`src/rtl/intc_pkg.sv`:
```
package intc_pkg;
  localparam int unsigned WORD_W   = 32;
  localparam int unsigned NUM_REGS = 13;

  // index = addr[6:3]; the offset order is software-visible
  typedef enum logic [3:0] {
    RG_IRQ      = 4'd0,
    RG_FIQ      = 4'd1,
    RG_RAW      = 4'd2,
    RG_ROUTE    = 4'd3,
    RG_ARM      = 4'd4,
    RG_DISARM   = 4'd5,
    RG_POKE     = 4'd6,
    RG_UNPOKE   = 4'd7,
    RG_LEVEL    = 4'd8,
    RG_BOTH     = 4'd9,
    RG_RISE     = 4'd10,
    RG_EDGE_CLR = 4'd11,
    RG_EDGE     = 4'd12
  } reg_e;
endpackage

```
`src/rtl/intc_regs.sv`:
```
module intc_regs
  import intc_pkg::*;
#(
  parameter int unsigned SRC_W  = 64,
  parameter int unsigned ADDR_W = 8
) (
  input  logic              clk_i,
  input  logic              rst_ni,
  input  logic              sel_i,
  input  logic              we_i,
  input  logic [ADDR_W-1:0] addr_i,
  input  logic [WORD_W-1:0] wdata_i,
  output logic [SRC_W-1:0]  arm_o,
  output logic [SRC_W-1:0]  route_o,
  output logic [SRC_W-1:0]  poke_o,
  output logic [SRC_W-1:0]  level_o,
  output logic [SRC_W-1:0]  both_o,
  output logic [SRC_W-1:0]  rise_o,
  output logic [SRC_W-1:0]  edge_clr_o
);
  localparam int unsigned HALVES = SRC_W / WORD_W;

  logic [3:0] idx;
  logic       half;
  logic       wr_ok;
  logic [SRC_W-1:0] wvec, hmask;
  logic [NUM_REGS-1:0][SRC_W-1:0] wr_m;
  logic [SRC_W-1:0] arm_q, route_q, poke_q, level_q, both_q, rise_q;

  assign idx   = addr_i[6:3];
  assign half  = addr_i[2];
  assign wr_ok = sel_i && we_i && (addr_i[ADDR_W-1:7] == '0) && (addr_i[1:0] == 2'b00);

  for (genvar h = 0; h < HALVES; h++) begin : g_half
    assign wvec [h*WORD_W +: WORD_W] = (int'(half) == h) ? wdata_i : '0;
    assign hmask[h*WORD_W +: WORD_W] = (int'(half) == h) ? '1 : '0;
  end

  for (genvar r = 0; r < NUM_REGS; r++) begin : g_wr
    assign wr_m[r] = (wr_ok && idx == 4'(r)) ? wvec : '0;
  end

  always_ff @(posedge clk_i or negedge rst_ni) begin
    if (!rst_ni) begin
      arm_q   <= '0;
      poke_q  <= '0;
      route_q <= '0;
      level_q <= '1;
      both_q  <= '0;
      rise_q  <= '1;
    end else begin
      arm_q  <= (arm_q  | wr_m[RG_ARM])  & ~wr_m[RG_DISARM];
      poke_q <= (poke_q | wr_m[RG_POKE]) & ~wr_m[RG_UNPOKE];
      if (wr_ok && idx == RG_ROUTE) route_q <= (route_q & ~hmask) | wvec;
      if (wr_ok && idx == RG_LEVEL) level_q <= (level_q & ~hmask) | wvec;
      if (wr_ok && idx == RG_BOTH)  both_q  <= (both_q  & ~hmask) | wvec;
      if (wr_ok && idx == RG_RISE)  rise_q  <= (rise_q  & ~hmask) | wvec;
    end
  end

  assign arm_o      = arm_q;
  assign route_o    = route_q;
  assign poke_o     = poke_q;
  assign level_o    = level_q;
  assign both_o     = both_q;
  assign rise_o     = rise_q;
  assign edge_clr_o = wr_m[RG_EDGE_CLR];


  arm_set_chk: assert property (@(posedge clk_i) disable iff (!rst_ni)
    (wr_ok && idx == RG_ARM) |=> ((arm_q & $past(wvec)) == $past(wvec)));

  arm_clr_chk: assert property (@(posedge clk_i) disable iff (!rst_ni)
    (wr_ok && idx == RG_DISARM) |=> ((arm_q & $past(wvec)) == '0));

  poke_clr_chk: assert property (@(posedge clk_i) disable iff (!rst_ni)
    (wr_ok && idx == RG_UNPOKE) |=> ((poke_q & $past(wvec)) == '0));
endmodule

```
`src/rtl/intc_edge.sv`:
```
module intc_edge #(
  parameter int unsigned SRC_W = 64
) (
  input  logic             clk_i,
  input  logic             rst_ni,
  input  logic [SRC_W-1:0] src_i,
  input  logic [SRC_W-1:0] level_i,
  input  logic [SRC_W-1:0] both_i,
  input  logic [SRC_W-1:0] rise_i,
  input  logic [SRC_W-1:0] clr_i,
  output logic [SRC_W-1:0] src_q_o,
  output logic [SRC_W-1:0] latch_o
);
  logic [SRC_W-1:0] src_q, latch_q;

  for (genvar i = 0; i < SRC_W; i++) begin : g_src
    logic up, dn, hit;
    assign up  = src_i[i] & ~src_q[i];
    assign dn  = ~src_i[i] & src_q[i];
    assign hit = both_i[i] ? (up | dn) : (rise_i[i] ? up : dn);

    always_ff @(posedge clk_i or negedge rst_ni) begin
      if (!rst_ni) begin
        src_q[i]   <= 1'b0;
        latch_q[i] <= 1'b0;
      end else begin
        src_q[i] <= src_i[i];
        // a new edge wins over a same-cycle clear
        if (level_i[i])    latch_q[i] <= 1'b0;
        else if (hit)      latch_q[i] <= 1'b1;
        else if (clr_i[i]) latch_q[i] <= 1'b0;
      end
    end
  end

  assign src_q_o = src_q;
  assign latch_o = latch_q;


  latch_hold_chk: assert property (@(posedge clk_i) disable iff (!rst_ni)
    1'b1 |=> ((latch_q & $past(latch_q & ~clr_i & ~level_i)) == $past(latch_q & ~clr_i & ~level_i)));

  level_no_latch_chk: assert property (@(posedge clk_i) disable iff (!rst_ni)
    1'b1 |=> ((latch_q & $past(level_i)) == '0));
endmodule

```
`src/rtl/intc_status.sv`:
```
module intc_status #(
  parameter int unsigned SRC_W = 64
) (
  input  logic             clk_i,
  input  logic             rst_ni,
  input  logic [SRC_W-1:0] src_q_i,
  input  logic [SRC_W-1:0] latch_i,
  input  logic [SRC_W-1:0] level_i,
  input  logic [SRC_W-1:0] poke_i,
  input  logic [SRC_W-1:0] arm_i,
  input  logic [SRC_W-1:0] route_i,
  output logic [SRC_W-1:0] raw_o,
  output logic [SRC_W-1:0] irq_stat_o,
  output logic [SRC_W-1:0] fiq_stat_o,
  output logic             irq_o,
  output logic             fiq_o
);
  logic irq_q, fiq_q;

  assign raw_o      = ((level_i & src_q_i) | (~level_i & latch_i)) | poke_i;
  assign irq_stat_o = raw_o & arm_i & ~route_i;
  assign fiq_stat_o = raw_o & arm_i & route_i;

  always_ff @(posedge clk_i or negedge rst_ni) begin
    if (!rst_ni) begin
      irq_q <= 1'b0;
      fiq_q <= 1'b0;
    end else begin
      irq_q <= |irq_stat_o;
      fiq_q <= |fiq_stat_o;
    end
  end

  assign irq_o = irq_q;
  assign fiq_o = fiq_q;


  irq_follow_chk: assert property (@(posedge clk_i) disable iff (!rst_ni)
    1'b1 |=> (irq_o == $past(|irq_stat_o)));

  fiq_follow_chk: assert property (@(posedge clk_i) disable iff (!rst_ni)
    1'b1 |=> (fiq_o == $past(|fiq_stat_o)));

  split_chk: assert property (@(posedge clk_i) disable iff (!rst_ni)
    (irq_stat_o & fiq_stat_o) == '0);
endmodule

```
`src/rtl/intc_top.sv`:
```
module intc_top
  import intc_pkg::*;
#(
  parameter int unsigned SRC_W  = 64,
  parameter int unsigned ADDR_W = 8
) (
  input  logic              clk_i,
  input  logic              rst_ni,
  input  logic [SRC_W-1:0]  src_i,
  input  logic              sel_i,
  input  logic              we_i,
  input  logic [ADDR_W-1:0] addr_i,
  input  logic [WORD_W-1:0] wdata_i,
  output logic [WORD_W-1:0] rdata_o,
  output logic              irq_o,
  output logic              fiq_o
);
  logic [SRC_W-1:0] arm, route, poke, level, both, rise, edge_clr;
  logic [SRC_W-1:0] src_q, latch, raw, irq_stat, fiq_stat;

  intc_regs #(.SRC_W(SRC_W), .ADDR_W(ADDR_W)) u_regs (
    .clk_i, .rst_ni, .sel_i, .we_i, .addr_i, .wdata_i,
    .arm_o(arm), .route_o(route), .poke_o(poke), .level_o(level),
    .both_o(both), .rise_o(rise), .edge_clr_o(edge_clr)
  );

  intc_edge #(.SRC_W(SRC_W)) u_edge (
    .clk_i, .rst_ni, .src_i, .level_i(level), .both_i(both),
    .rise_i(rise), .clr_i(edge_clr), .src_q_o(src_q), .latch_o(latch)
  );

  intc_status #(.SRC_W(SRC_W)) u_status (
    .clk_i, .rst_ni, .src_q_i(src_q), .latch_i(latch), .level_i(level),
    .poke_i(poke), .arm_i(arm), .route_i(route), .raw_o(raw),
    .irq_stat_o(irq_stat), .fiq_stat_o(fiq_stat), .irq_o, .fiq_o
  );

  logic [3:0] idx;
  logic       half, rd_ok;
  assign idx   = addr_i[6:3];
  assign half  = addr_i[2];
  assign rd_ok = sel_i && !we_i && (addr_i[ADDR_W-1:7] == '0) && (addr_i[1:0] == 2'b00);

  function automatic logic [WORD_W-1:0] pick(input logic [SRC_W-1:0] v, input logic h);
    return v[int'(h)*WORD_W +: WORD_W];
  endfunction

  always_comb begin
    rdata_o = '0;
    if (rd_ok) begin
      case (idx)
        RG_IRQ:   rdata_o = pick(irq_stat, half);
        RG_FIQ:   rdata_o = pick(fiq_stat, half);
        RG_RAW:   rdata_o = pick(raw, half);
        RG_ROUTE: rdata_o = pick(route, half);
        RG_ARM:   rdata_o = pick(arm, half);
        RG_POKE:  rdata_o = pick(poke, half);
        RG_LEVEL: rdata_o = pick(level, half);
        RG_BOTH:  rdata_o = pick(both, half);
        RG_RISE:  rdata_o = pick(rise, half);
        RG_EDGE:  rdata_o = pick(latch, half);
        default:  rdata_o = '0;
      endcase
    end
  end


  clr_reads_zero_chk: assert property (@(posedge clk_i) disable iff (!rst_ni)
    (sel_i && !we_i && (idx == RG_DISARM || idx == RG_UNPOKE || idx == RG_EDGE_CLR))
    |-> (rdata_o == '0));
endmodule

```
`config.mk`:
```
export PLATFORM = sky130hd
export DESIGN_NAME = intc_top
export DESIGN_NICKNAME = d
export VERILOG_FILES = /design/src/rtl/intc_pkg.sv /design/src/rtl/intc_regs.sv /design/src/rtl/intc_edge.sv /design/src/rtl/intc_status.sv /design/src/rtl/intc_top.sv
export SDC_FILE = /design/constraint.sdc
export NUM_CORES = 1
export LEC_CHECK = 0
export BUFFER_PORTS_ARGS = -buffer_cell sky130_fd_sc_hd__buf_2
export CAP_MARGIN = 10
export CELL_PAD_IN_SITES_DETAIL_PLACEMENT = 0
export CELL_PAD_IN_SITES_GLOBAL_PLACEMENT = 1
export CORE_ASPECT_RATIO = 2
export CORE_UTILIZATION = 40
export DETAILED_ROUTE_END_ITERATION = 10
export PLACE_DENSITY_LB_ADDON = 0.12
export SETUP_SLACK_MARGIN = 0.5
export SKIP_CTS_REPAIR_TIMING = 1
export SYNTH_ARGS = -nofsm -noshare
export SYNTH_HDL_FRONTEND = slang
export SYNTH_SLANG_ARGS = --single-unit
```
`constraint.sdc`:
```
create_clock -name clk_i -period 2.43 [get_ports clk_i]
set_clock_uncertainty 0.15 [all_clocks]
set_input_delay 0.1215 -clock clk_i [delete_from_list [all_inputs] [get_ports clk_i]]
set_output_delay 0.1215 -clock clk_i [all_outputs]
set_load 0.03 [all_outputs]
```
==> key figures <==
Run status
  – Outcome: finished with violations
  – Failing checks: hold timing, setup timing

Floorplanning
  – Die width: 194 µm
  – Height of the die: 386 µm
  – Starting Density: 0.405
  – Die area: 0.0749 mm²
  – I/O pin cnt: 142
  – Core area: 0.0729 mm²
  – Std-Cell Rows: 140

Placed design
  – Worst slack at placement: -0.397 ns
  – GP Congestion: 1.03
  – Post-placement cell count: 4385
  – Post-DP HPWL: 102000 µm
  – PortBufs: 141

Finish
  – Final non-filler cell total: 4649
  – FILL cells: 6453
  – NumNets Final: 3919
  – Layout cell share with drive strength beyond 1: 0.403
  – Most common cell after layout, fill and taps aside: buf_4
  – P&R area growth vs syn: 39.3%
  – Most frequent cells in the layout: buf_4, dfrtp_1, mux2_2, a21oi_1, o21ai_0

Flow run
  – MaxCap Viol Count: 0

Clocking
  – CTS H-Tree Depth: 2
  – Worst-Skew Late Latency: 0.63 ns
  – CTS tree: done
  – Bufs on Longest Clock Path: 3
  – Clk slew on worst S/H paths: 0.07 ns
  – Root Buffer: clkbuf_16
  – CTS Buf Count: 51
  – Clk sinks: 514

STA
  – Final setup viols: 33
  – Final max-slew violation count: 0
  – Worst-Margin Slew: 0.835 ns
  – Hold WS: -0.0873 ns
  – Tmin final: 3.00 ns
  – Fin crit share: 1.24
  – RSZ-0062 raised after global routing: yes
  – Setup slack after layout: -0.573 ns
  – Setup TNS: -9.42 ns
  – Achievable Freq: 333 MHz
  – Endpoints failing hold: 6
  – Slew HR: 0.443

Drt
  – Final WL: 141000 µm
  – Initial DRC Count: 2656
  – Routed len/inst: 30.3 µm
  – Via-to-Cell Ratio: 6.20
  – Pre-antenna DRT Iters: 6
  – DRC errors left: 0
  – Vias: 28800
  – Antenna Nets Post-Route: 0

Critical path
  – Max incr delay on CP: 0.54 ns
  – Required time worst endpoint: 2.16 ns
  – Startpoint Class: register
  – Worst path cell trace: mux2_4 -> or2_4 -> a221oi_2 -> o21ai_1 -> or3_1 -> o311a_4 -> buf_6
  – Arrival time at the worst endpoint: 2.73 ns
  – Crit path max-delay family: simple AND/OR/NAND/NOR gates
  – Worst-path cell with the longest stage delay: dfstp_2
  – Setup crit end kind: primary output
  – CP max FO: 2
  – Critical path type: register to primary output
  – Buf/Inv on CP: 1

Synthesis
  – Post-synth EDFFs: 0
  – Syn_nets: 3189
  – Top post-synthesis cells by area: dfrtp_1, dfstp_2, mux2_2
  – Avg Cell Area, Syn: 9.99 µm²
  – Largest area contributor in the netlist: dfrtp_1
  – Synthesized area: 0.0295 mm²
  – Mapped Cells: 2953
  – Synth cell types: 82
  – Predominant post-synthesis flop cell: dfrtp_1
  – Yosys warning total: 0
  – Post-synth ARST share: 1.00
  – Register area share after synthesis: 0.441
  – Top-area cell type share of the netlist area: 0.327
  – FF+latch count, synth: 514

Global routing
  – Pin count of the biggest net entering global routing: 118
  – Vias in the first global route: 28600
  – Initial antenna violation count: 9
  – Gr ovfl total: 0
  – First-pass GRT wire length: 199000 µm
  – GRT Overall Usage: 0.369

Pwr
  – Leak: 0.0184 µW
  – Maximum VDD drop: 0.538 mV
  – Power per cell area: 530 mW/mm²

Min path
  – Worst hold path type: input port to async pin
power by group:
group          switching, µW  total [µW]  internal [µW]
registers                353        9310           8950
clock network           3780        8820           5040
logic                   2080        3660           1590
total                   6210       21800          15600
per-stage QoR:
stage	total power (µW)	utilization	instance area, µm²	hold slack (ns)
after floorplan	10800	-	30300	-0.324
after global placement	12600	0.500	36500	0.0535
after detailed placement	12600	0.500	36500	0.0559
after CTS	21500	0.525	38300	-0.613
after global routing	22400	0.564	41100	-0.0238
final	21800	0.564	41100	-0.0873
cells by family after synthesis:
logic type      count (synthesis)  synth area share
compound gates               1076             0.229
mux                           375             0.143
simple gates                  442            0.0752
flops                         514             0.441
fa+ha+maj                     128            0.0543
buf+inv                       418            0.0576
cell usage after synthesis, types with 53 or more instances:
cell,number
ha_1,128
buf_2,73
dfrtp_1,386
a21oi_1,255
nor2b_1,66
mux2_2,284
o21ai_0,267
o22ai_1,53
inv_1,214
nor2_1,81
clkbuf_1,108
nand2_1,154
a31oi_1,135
mux2_1,78
a22oi_1,108
dfstp_2,128
cell type report:
class / count / area, µm² / area share
Multi-Input combinational cell: 2021 / 16500 / 0.401
Sequential cell: 514 / 13000 / 0.317
Timing Repair Buffer: 879 / 7810 / 0.190
Clock buffer: 74 / 1510 / 0.0366
Tap cell: 923 / 1150 / 0.0281
Inverter: 216 / 811 / 0.0197
Clock inverter: 21 / 290 / 0.00707
Antenna cell: 1 / 2.50 / 0.0000609
per-layer routing:
metal	vias to the layer above	GRT usage	part of all wire
met5	-	0	0.00080
met4	18	0.304	0.096
met3	579	0.0632	0.065
met2	1431	0.612	0.47
met1	14400	0.419	0.37
li1	12400	-	-
final timing paths:
path,to,depth (start not counted),slack (ns)
worst max-delay path,rdata_o[10],7,-0.57
worst min-delay path,async pin,2,-0.09
max in group asynchronous,async pin,3,1.05
min in group clk_i,u_edge.src_q_o[50],2,0.01
worst max register to register,u_status.irq_o,8,-0.12
worst min register to register,u_edge.latch_o[26],1,0.36
Note: power is estimated with default switching activity, not from simulation.
